File: config.mk
export PLATFORM = sky130hd
export DESIGN_NAME = ctl_guard
export DESIGN_NICKNAME = d
export VERILOG_FILES = /design/src/rtl/ctl_lock_pkg.sv /design/src/rtl/key_gate.sv /design/src/rtl/ctl_store.sv /design/src/rtl/isp_wake.sv /design/src/rtl/ctl_guard.sv
export SDC_FILE = /design/constraint.sdc
export NUM_CORES = 1
export LEC_CHECK = 0
export BUFFER_PORTS_ARGS = -buffer_cell sky130_fd_sc_hd__buf_2
export CORE_MARGIN = 4
export CORE_UTILIZATION = 45
export DETAILED_ROUTE_END_ITERATION = 10
export MAX_ROUTING_LAYER = met4
export PLACE_DENSITY = 0.88
export SLEW_MARGIN = 20
export SYNTH_ARGS = -nofsm -noshare
export SYNTH_HDL_FRONTEND = slang
export SYNTH_SLANG_ARGS = --single-unit
File: constraint.sdc
create_clock -name clk_i -period 2.1 [get_ports clk_i]
set_input_delay 0.105 -clock clk_i [delete_from_list [all_inputs] [get_ports clk_i]]
set_output_delay 0.105 -clock clk_i [all_outputs]
set_load 0.01 [all_outputs]
File: src/rtl/ctl_lock_pkg.sv
package ctl_lock_pkg;
  typedef enum logic [1:0] {
    LK_CLOSED = 2'd0,
    LK_ARMED  = 2'd1,
    LK_OPEN   = 2'd2
  } lock_state_e;

  // control bit positions decoded by neighbours
  localparam int unsigned ISP_BIT  = 0;
  localparam int unsigned RST1_BIT = 1;
  localparam int unsigned AUX_BIT  = 4;
  localparam int unsigned RST7_BIT = 7;
endpackage

File: src/rtl/key_gate.sv
module key_gate
  import ctl_lock_pkg::*;
#(
  parameter int unsigned      DATA_W     = 8,
  parameter logic [DATA_W-1:0] KEY_FIRST  = 8'h87,
  parameter logic [DATA_W-1:0] KEY_SECOND = 8'h59
) (
  input  logic              clk_i,
  input  logic              rst_ni,
  input  logic              key_we_i,
  input  logic [DATA_W-1:0] key_data_i,
  input  logic              relock_i,
  output logic              open_o,
  output logic              armed_o
);
  lock_state_e state_q, state_d;

  always_comb begin
    state_d = state_q;
    if (key_data_i == KEY_FIRST) begin
      state_d = (state_q == LK_OPEN) ? LK_OPEN : LK_ARMED;
    end else if (key_data_i == KEY_SECOND) begin
      state_d = (state_q == LK_CLOSED) ? LK_CLOSED : LK_OPEN;
    end else begin
      state_d = LK_CLOSED;
    end
  end

  always_ff @(posedge clk_i or negedge rst_ni) begin
    if (!rst_ni)       state_q <= LK_CLOSED;
    else if (relock_i) state_q <= LK_CLOSED;
    else if (key_we_i) state_q <= state_d;
  end

  assign open_o  = (state_q == LK_OPEN);
  assign armed_o = (state_q == LK_ARMED);
endmodule

File: src/rtl/ctl_store.sv
module ctl_store
  import ctl_lock_pkg::*;
#(
  parameter int unsigned DATA_W = 8
) (
  input  logic              clk_i,
  input  logic              rst_ni,
  input  logic              wr_i,
  input  logic [DATA_W-1:0] wdata_i,
  output logic [DATA_W-1:0] ctl_o,
  output logic              soft_clr_o,
  output logic              soft_rst_o
);
  localparam logic [DATA_W-1:0] RST_MASK =
    DATA_W'((1 << ISP_BIT) | (1 << RST1_BIT) | (1 << RST7_BIT));

  logic [DATA_W-1:0] ctl_q;
  logic              pulse_q;

  assign soft_clr_o = wr_i && ((wdata_i & RST_MASK) == RST_MASK);

  always_ff @(posedge clk_i or negedge rst_ni) begin
    if (!rst_ni) begin
      ctl_q   <= '0;
      pulse_q <= 1'b0;
    end else begin
      pulse_q <= soft_clr_o;
      if (soft_clr_o) ctl_q <= '0;
      else if (wr_i)  ctl_q <= wdata_i;
    end
  end

  assign ctl_o      = ctl_q;
  assign soft_rst_o = pulse_q;
endmodule

File: src/rtl/isp_wake.sv
module isp_wake (
  input  logic clk_i,
  input  logic rst_ni,
  input  logic wake_i,
  input  logic arm_i,
  output logic enter_o
);
  logic enter_q;

  always_ff @(posedge clk_i or negedge rst_ni) begin
    if (!rst_ni) enter_q <= 1'b0;
    else         enter_q <= wake_i && arm_i;
  end

  assign enter_o = enter_q;
endmodule

File: src/rtl/ctl_guard.sv
module ctl_guard
  import ctl_lock_pkg::*;
#(
  parameter int unsigned       ADDR_W     = 8,
  parameter int unsigned       DATA_W     = 8,
  parameter logic [ADDR_W-1:0] CTL_ADDR   = 8'h40,
  parameter logic [ADDR_W-1:0] KEY_ADDR   = 8'h41,
  parameter logic [DATA_W-1:0] KEY_FIRST  = 8'h87,
  parameter logic [DATA_W-1:0] KEY_SECOND = 8'h59
) (
  input  logic              clk_i,
  input  logic              rst_ni,
  input  logic [ADDR_W-1:0] addr_i,
  input  logic              we_i,
  input  logic [DATA_W-1:0] wdata_i,
  output logic [DATA_W-1:0] rdata_o,
  input  logic              wake_i,
  output logic              aux_ram_en_o,
  output logic              isp_req_o,
  output logic              isp_enter_o,
  output logic              sw_rst_o
);
  logic              key_we, ctl_we, unlocked, armed, relock;
  logic [DATA_W-1:0] ctl_q;

  assign key_we = we_i && (addr_i == KEY_ADDR);
  assign ctl_we = we_i && (addr_i == CTL_ADDR) && unlocked;

  key_gate #(
    .DATA_W(DATA_W), .KEY_FIRST(KEY_FIRST), .KEY_SECOND(KEY_SECOND)
  ) i_key_gate (
    .clk_i(clk_i), .rst_ni(rst_ni), .key_we_i(key_we), .key_data_i(wdata_i),
    .relock_i(relock), .open_o(unlocked), .armed_o(armed)
  );

  ctl_store #(.DATA_W(DATA_W)) i_ctl_store (
    .clk_i(clk_i), .rst_ni(rst_ni), .wr_i(ctl_we), .wdata_i(wdata_i),
    .ctl_o(ctl_q), .soft_clr_o(relock), .soft_rst_o(sw_rst_o)
  );

  isp_wake i_isp_wake (
    .clk_i(clk_i), .rst_ni(rst_ni), .wake_i(wake_i),
    .arm_i(ctl_q[ISP_BIT]), .enter_o(isp_enter_o)
  );

  always_comb begin
    rdata_o = '0;
    if (addr_i == CTL_ADDR)      rdata_o = ctl_q;
    else if (addr_i == KEY_ADDR) rdata_o = DATA_W'(unlocked);
  end

  assign aux_ram_en_o = ctl_q[AUX_BIT];
  assign isp_req_o    = ctl_q[ISP_BIT];
endmodule

# Word-level counts from Yosys, hierarchy flattened
# Index checks and enable logic that the tools add are counted.
[word_totals]
latchBits = 0
out_inout_bits = 12
rom_bits = 0
word_cells = 28
ff_bits = 12
mem_count = 0
ram_bits = 0
[classes]
shift = 0
add_sub_neg = 0
magnitude_cmp = 0
n_div = 0
eq_ne = 6
n_mux = 10
n_reduce_logical = 8
mul = 0
n_bitwise = 0
[ops]
columns = ["cell", "n"]
rows = [
  ["$eq A8 B7 Y1 const B", 3],
  ["$mux W8", 3],
  ["$mux W2", 6],
  ["$eq A8 B8 Y1 const B", 1],
  ["$logic_and A1 B1 Y1", 5],
  ["$reduce_bool A2 Y1", 2],
  ["$eq A3 B3 Y1 const B", 1],
  ["$eq A2 B2 Y1 const B", 1],
  ["$logic_not A2 Y1", 1],
  ["$mux W1", 1],
]

# Logic depth before layout (Yosys ltp)
# Gate-level depths: netlist (run 1).
[depth]
ltp_word = 6
depth_mapped = 6
depth_no_buf = 4

# Hierarchy
# Synthesis (run 1) repeated with hierarchy kept, for this count alone.
[unflattened]
cells_unflattened = 79
area_unflattened_um2 = 797.0
[modules_own_cells]
columns = ["module", "cells_each", "area_per_inst_um2", "seq_area_each_um2", "instances"]
rows = [
  ["ctl_store", 34, 394.1, 225.2, 1],
  ["ctl_guard", 25, 200.2, 0.0, 1],
  ["key_gate", 18, 171.4, 50.0, 1],
  ["isp_wake", 2, 31.3, 25.0, 1],
]

# Least setup slack after synthesis (run 1)
# No wires, ideal clock.
[synth_timing]
path_kind = "input-to-reg"
from = "in addr_i[3]"
to = "reg i_ctl_store.ctl_q[5] (netlist: i_ctl_store.ctl_o[5])"
t_required_ns = 1.983
cell_stages = 6
n_path_buf = 2
slack_ns = 0.577
arrival_time_ns = 1.405
path_cell_list = "or4_4 -> or3b_1 -> buf_6 -> buf_6 -> nand2_1 -> o21ai_2"
[synth_between]
elab_chain_len = 5
word_cells_on_any_way = 6
cone_classes = "1 x eq/ne; 1 x mux; 4 x reduce/logical"
[synth_rtl]
columns = ["element", "line", "text"]
rows = [
  ["start, declared", "ctl_guard.sv:13", "input logic [ADDR_W-1:0] addr_i,"],
  ["$eq A8 B7 Y1 *", "ctl_guard.sv:27", "assign ctl_we = we_i && (addr_i == CTL_ADDR) && unlocked;"],
  ["$logic_and A1 B1 Y1 * (2 in a row)", "ctl_guard.sv:27", ""],
  ["$logic_and A1 B1 Y1", "ctl_store.sv:20", "assign soft_clr_o = wr_i && ((wdata_i & RST_MASK) == RST_MASK);"],
  ["$mux W8 or $reduce_bool A2 Y1 (tied branches)", "-", ""],
  ["end signal, assigned", "ctl_store.sv:29", "else if (wr_i) ctl_q <= wdata_i;"],
  ["end, declared", "ctl_store.sv:17", "logic [DATA_W-1:0] ctl_q;"],
]
# Mark *: on every way between the ends. The rest lies on a longest branch, timed or not.
# A chain may end at the register's enable or synchronous reset.

# Worst setup path after layout (run 1)
[layout_timing]
from = "reg i_key_gate.state_q[0]"
to = "reg i_ctl_store.ctl_q[6] (netlist: i_ctl_store.ctl_o[6])"
[layout_between]
elab_chain_len = 4
word_cells_on_any_way = 5
cone_classes = "1 x eq/ne; 1 x mux; 3 x reduce/logical"
[layout_rtl]
columns = ["element", "line", "text"]
rows = [
  ["start, declared", "key_gate.sv:16", "lock_state_e state_q, state_d;"],
  ["start signal, assigned", "key_gate.sv:32", "else if (key_we_i) state_q <= state_d;"],
  ["$eq A2 B2 Y1 *", "key_gate.sv:35", "assign open_o = (state_q == LK_OPEN);"],
  ["$logic_and A1 B1 Y1 *", "ctl_guard.sv:27", ""],
  ["$logic_and A1 B1 Y1", "ctl_store.sv:20", ""],
  ["$mux W8 or $reduce_bool A2 Y1 (tied branches)", "-", ""],
]
# Marks and branches as above.

==> results_dict.tcl, run 1 <==
set metrics [dict create \
    final_common_cell "buf_2" \
    wl_per_cell_um 13.5 \
    first_global_vias 643 \
    overflow 0 \
    cts_buffers 3 \
    cts_max_level 1 \
    cp_top_family "simple AND/OR/NAND/NOR gates" \
    tightest_slew_ns 0.534 \
    crit_path_max_incr_delay_ns 0.59 \
    cp.arrival_ns 1.75 \
    slowest_stage "or3b_1" \
    clk_pin_slew_ns 0.08 \
    critPathBufInv 0 \
    fin_skew_ns 0.00284 \
    die_w_um 47 \
    antenna_found_initial 0 \
    post_cts_buffers 0 \
    drive_gt1_share_pct 37.3 \
    period_needed_ns 1.61 \
    syn_inst 76 \
    coreArea_um2 1370 \
    areaGrowthSynthToFinish_pct 28.9 \
    fin_crit_sh_pct 76.7 \
    ant_nets 0 \
    finalHoldViolCount 0 \
    cts_tree "done" \
    final-max-slew-violation-count 0 \
    syn_area_per_cell_um2 9.01 \
    layout_common_cells "buf_2 (31), nand2_1 (17), dfrtp_1 (12)" \
    clock_latency_ns 0.27 \
    root_buffer "clkbuf_4" \
    vias 689 \
    holdPathStages 2 \
    drv_cap 0 \
    synth-edff-count 0 \
    io_pins 32 \
    peakVddDrop_uv 325 \
    ctsResizeCount 0 \
    setup.worst_path.start_class "flop" \
    critPathLaunch "i_key_gate.state_q[0]" \
    dr.pass1.iters 6 \
    crit_required_ns 2.24 \
    min_path_type "in -> reg" \
    grt_max_degree 17 \
    relSlewSlack_pct 64.4 \
    status "finished clean" \
    reg2reg_depth 4 \
    cellPowerDensity_nw_per_um2 530 \
    leakagePower_nw 0.466 \
    viasPerCell 5.51 \
    start_util_pct 50.1 \
    fmax_mhz 621 \
    ys_ff_latch 12 \
    synth_ff_type "dfrtp_1" \
    timing.rr.start "i_key_gate.state_q[0]" \
    die_h_um 47 \
    crit_fanout 16 \
    rsz0062_at_grt "false" \
    n_antenna_cell 0 \
    end_kind "flop" \
    synth_area_um2 684 \
    criticalPathCategory "reg -> reg" \
    synth_nets 96 \
    worstPathCellList "and3b_1 -> or3b_1 -> nand2_1 -> o21ai_1" \
    synth_cell_types 27 \
    gp_congestion 0.812 \
    cp-endpoint "i_ctl_store.ctl_o[6]" \
    buffer_ports.inserted 31 \
    setup_viol 0 \
    drcViolationCount 0 \
    holdWs_ns 0.0420 \
    dp_hpwl_um 1330 \
    dieArea_um2 2210 \
    yosys_warnings 0 \
    worst-r2r-setup-slack_ns 0.49 \
    rows 13 \
    cts.sinks 12 \
    grt_use_total_pct 17.9 \
    finalSetupTns_ns 0 \
    ys_seq_area_share_pct 43.9 \
    r2r_end "i_ctl_store.ctl_o[6]" \
    crit_cells 4 \
    nNetsFinal 131 \
    wl_um 1690 \
    clk_path_buf_depth 2 \
    grt_pass1_wl_um 2700 \
    initialDrtViolationCount 17 \
    synthArstFlopShare_pct 100 \
]
[what timing repair did]
item	4_1_cts	5_1_grt
hold endpoints to repair	12	0
setup endpoints to repair	0	0
hold buffers	1	0
[where the power goes]
part / total, mW / internal (mW) / switching (mW)
Clock: 0.184 / 0.105 / 0.0789
Combinational: 0.0489 / 0.0220 / 0.0268
Sequential: 0.234 / 0.232 / 0.00189
[layout make-up]
class | instances | area, µm²
fillers | 121 | 484
repair buffers | 32 | 165
well taps | 15 | 18.8
flip-flops and latches | 12 | 300
multi-input cells | 62 | 362
clock buffers | 4 | 36.3
[metal layers]
| layer | wire (µm) | up-vias | GRT usage [%] | part of all wire (%) |
|---|---|---|---|---|
| li1 | - | 336 | - | - |
| met1 | 671 | 311 | 20.5 | 40 |
| met2 | 865 | 36 | 30.4 | 51 |
| met3 | 124 | 6 | 3.83 | 7.4 |
| met4 | 24 | 0 | 6.63 | 1.4 |
| met5 | 0 | - | - | 0 |
[worst min path at each step]
stage,from,to,slack [ns]
final,wake_i,i_isp_wake.enter_o,0.04
after global routing,wake_i,i_isp_wake.enter_o,0.04
after CTS,wake_i,i_isp_wake.enter_o,0.04
after detailed placement,rst_ni,i_isp_wake.enter_o,-0.004
after global placement,rst_ni,i_isp_wake.enter_o,-0.01
after floorplan,rst_ni,i_ctl_store.ctl_o[0],-0.19
[sequential cells by signal (all words and copies together), names as in the netlist]
signal                  count
i_ctl_store.ctl_o           8
i_key_gate.state_q          2
i_ctl_store.soft_rst_o      1
i_isp_wake.enter_o          1
[cell families after synthesis]
logic type / count (synthesis) / synth area share (%)
AO/OA/AOI/OAI: 12 / 11.9
buffers and inverters: 2 / 3.29
flip-flops: 12 / 43.9
multiplexers: 1 / 1.46
AND/OR/NAND/NOR: 49 / 39.5
[through the flow]
step                      power (mW)  util (%)  area [µm²]  cells  setup slack, ns
after floorplan                0.254         -         684     76            0.577
after global placement         0.283      61.2         836    120            0.371
after detailed placement       0.285      61.2         836    120            0.326
after CTS                      0.467      64.6         882    125            0.477
after global routing           0.489      64.6         882    125            0.360
final                          0.467      64.6         882    125            0.489
[cell usage after synthesis (2+ instances only)]
| master | count | area [µm²] |
|---|---|---|
| and2_1 | 8 | 50.1 |
| buf_6 | 2 | 22.5 |
| dfrtp_1 | 12 | 300 |
| nand2_1 | 17 | 63.8 |
| nand3_1 | 2 | 10.0 |
| nor2_1 | 6 | 22.5 |
| nor3_1 | 3 | 15.0 |
| o21ai_1 | 6 | 30.0 |
| o21ai_2 | 2 | 17.5 |
(Power assumes the default switching activity.)
==> inputs of run 2 (changes only) <==
Settings changed: CORE_UTILIZATION 45 to 40, PLACE_DENSITY 0.88 to 0.83.
Clock period 2.1 ns to 1.4 ns, I/O delays scaled along.
==> run 2 against run 1 <==
The flow now finishes with violations (setup timing). Setup slack got worse by 0.51 ns. Core utilization is 3.1 points higher. Hold slack got worse by 0.016 ns. Critical endpoint is now i_ctl_store.ctl_o[3]. Largest power group unchanged.
==> results_dict.tcl, run 2 (synthesis gave the netlist of run 1 again) <==
set metrics [dict create \
    status "finished, violations left" \
    violations "setup timing" \
    cts_max_level 1 \
    end_kind "flop" \
    wl_met3_um 74 \
    finalHoldViolCount 0 \
    dieArea_um2 2440 \
    drive_gt1_share_pct 53.8 \
    antenna_found_initial 0 \
    dr_wl_met2_um 1050 \
    root_buffer "clkbuf_4" \
    setup_viol 8 \
    cts_buffers 3 \
    crit_fanout 8 \
    buffer_ports.inserted 31 \
    crit_required_ns 1.59 \
    final_util_pct 67.7 \
    start_util_pct 43.9 \
    initialDrtViolationCount 17 \
    leakagePower_nw 0.538 \
    switching_power_uw 149 \
    drv_cap 0 \
    fmax_mhz 705 \
    pwr-share-clk_pct 31.2 \
    vias 724 \
    cellPowerDensity_nw_per_um2 607 \
    period_needed_ns 1.42 \
    p_comb_share_pct 14.1 \
    intPower_uw 491 \
    largest_register_ffs 8 \
    overflow 0 \
    grt_max_degree 17 \
    min_path_type "in -> reg" \
    clock_latency_ns 0.27 \
    fin_crit_sh_pct 101 \
    holdWs_ns 0.0262 \
    fin_skew_ns 0.00824 \
    n_antenna_cell 0 \
    clk_pin_slew_ns 0.06 \
    dp_hpwl_um 1310 \
    final_cells 135 \
    nNetsFinal 141 \
    drcViolationCount 0 \
    io_pins 32 \
    rsz0062_at_grt "true" \
    cp.arrival_ns 1.61 \
    grt_use_total_pct 15.4 \
    dr.pass1.iters 4 \
    final-max-slew-violation-count 0 \
    wl_met1_um 775 \
    layout_common_cells "buf_2 (29), nand2_1 (13), dfrtp_1 (12)" \
    relSlewSlack_pct 76.1 \
    gp_congestion 0.760 \
    cts.sinks 12 \
    dp.cells 128 \
    first_global_vias 638 \
    peakVddDrop_uv 325 \
    die_w_um 49.4 \
    criticalPathCategory "reg -> reg" \
    viasPerCell 5.36 \
    cts_tree "done" \
    fin_ws_ns -0.0186 \
    top_layer "met4" \
    die_h_um 49.4 \
    wl_per_cell_um 14.2 \
    ant_nets 0 \
    grt_pass1_wl_um 2750 \
    tightest_slew_ns 0.354 \
    final_common_cell "buf_2" \
    rows 14 \
    coreArea_um2 1560 \
    p_seq_share_pct 54.7 \
    swShare_pct 23.3 \
    clk_path_buf_depth 2 \
    setup.worst_path.start_class "flop" \
    areaGrowthSynthToFinish_pct 54.1 \
    wl_um 1920 \
]
[run 2: cell count changes in the layout (fill, tap and decap cells not counted), moves of 2 or more]
cell / previous run / this run
nor2_1: 6 / 4
o21ai_1: 6 / 3
nand2_4: 0 / 2
o21ai_2: 2 / 5
buf_2: 31 / 29
nand2_2: 1 / 3
buf_6: 0 / 3
buf_4: 0 / 7
nand2_1: 17 / 13
[run 2: timing repair]
item,in CTS,in global routing
resized for setup,2,21
setup endpoints to repair,7,16
endpoints found under the hold margin,12,0
cloned,0,1
hold buffers,1,0
pin swaps,3,5
setup buffers,1,1
[run 2: final cells by class]
type / count / area [µm²]
clock buffer: 3 / 22.5
fill: 120 / 504
multi-input combinational: 62 / 425
sequential: 12 / 300
tap: 16 / 20.0
timing repair buffer: 42 / 287
[run 2: critical path, cell delays in order, from the launching register on]
cell and delay [ns]:
dfrtp_1 0.39, and3b_1 0.23, or3b_4 0.42, clkbuf_16 0.19
o21ai_1 0.13
[run 2: power by group through the flow]
stage	registers, mW	logic [mW]	clock network [mW]
finish	0.350	0.0901	0.200
global route	0.350	0.0994	0.235
CTS	0.350	0.0822	0.207
detailed placement	0.357	0.0793	0
global placement	0.357	0.0769	0
floorplan	0.358	0.0228	0
[run 2: per-layer routing]
layer | up-vias | track usage, %
li1 | 358 | -
met4 | 0 | 8.53
met5 | - | -
met1 | 337 | 16.7
met2 | 27 | 25.0
met3 | 2 | 4.59
[run 2: worst paths after layout]
check                                       from                    to  slack [ns]  cells past startpoint
max                        i_key_gate.state_q[0]  i_ctl_store.ctl_o[3]       -0.02                      4
min                                       wake_i    i_isp_wake.enter_o        0.03                      2
max reg2reg                i_key_gate.state_q[0]  i_ctl_store.ctl_o[3]       -0.02                      4
min reg2reg                 i_ctl_store.ctl_o[6]  i_ctl_store.ctl_o[6]        0.47                      2
max in group asynchronous                 rst_ni  i_ctl_store.ctl_o[3]        0.98                      2
min in group asynchronous                 rst_ni  i_ctl_store.ctl_o[6]        0.20                      2
[run 2: stage by stage]
step                setup TNS, ns  power [mW]  cell area [µm²]  setup slack (ns)
finish                    -0.0741       0.640             1050           -0.0186
global route               -0.473       0.685             1050           -0.0594
CTS                       -0.0121       0.640              941           -0.0121
detailed placement          -1.60       0.436              892            -0.185
global placement            -1.36       0.434              892            -0.149
floorplan                  -0.569       0.381              687           -0.0732
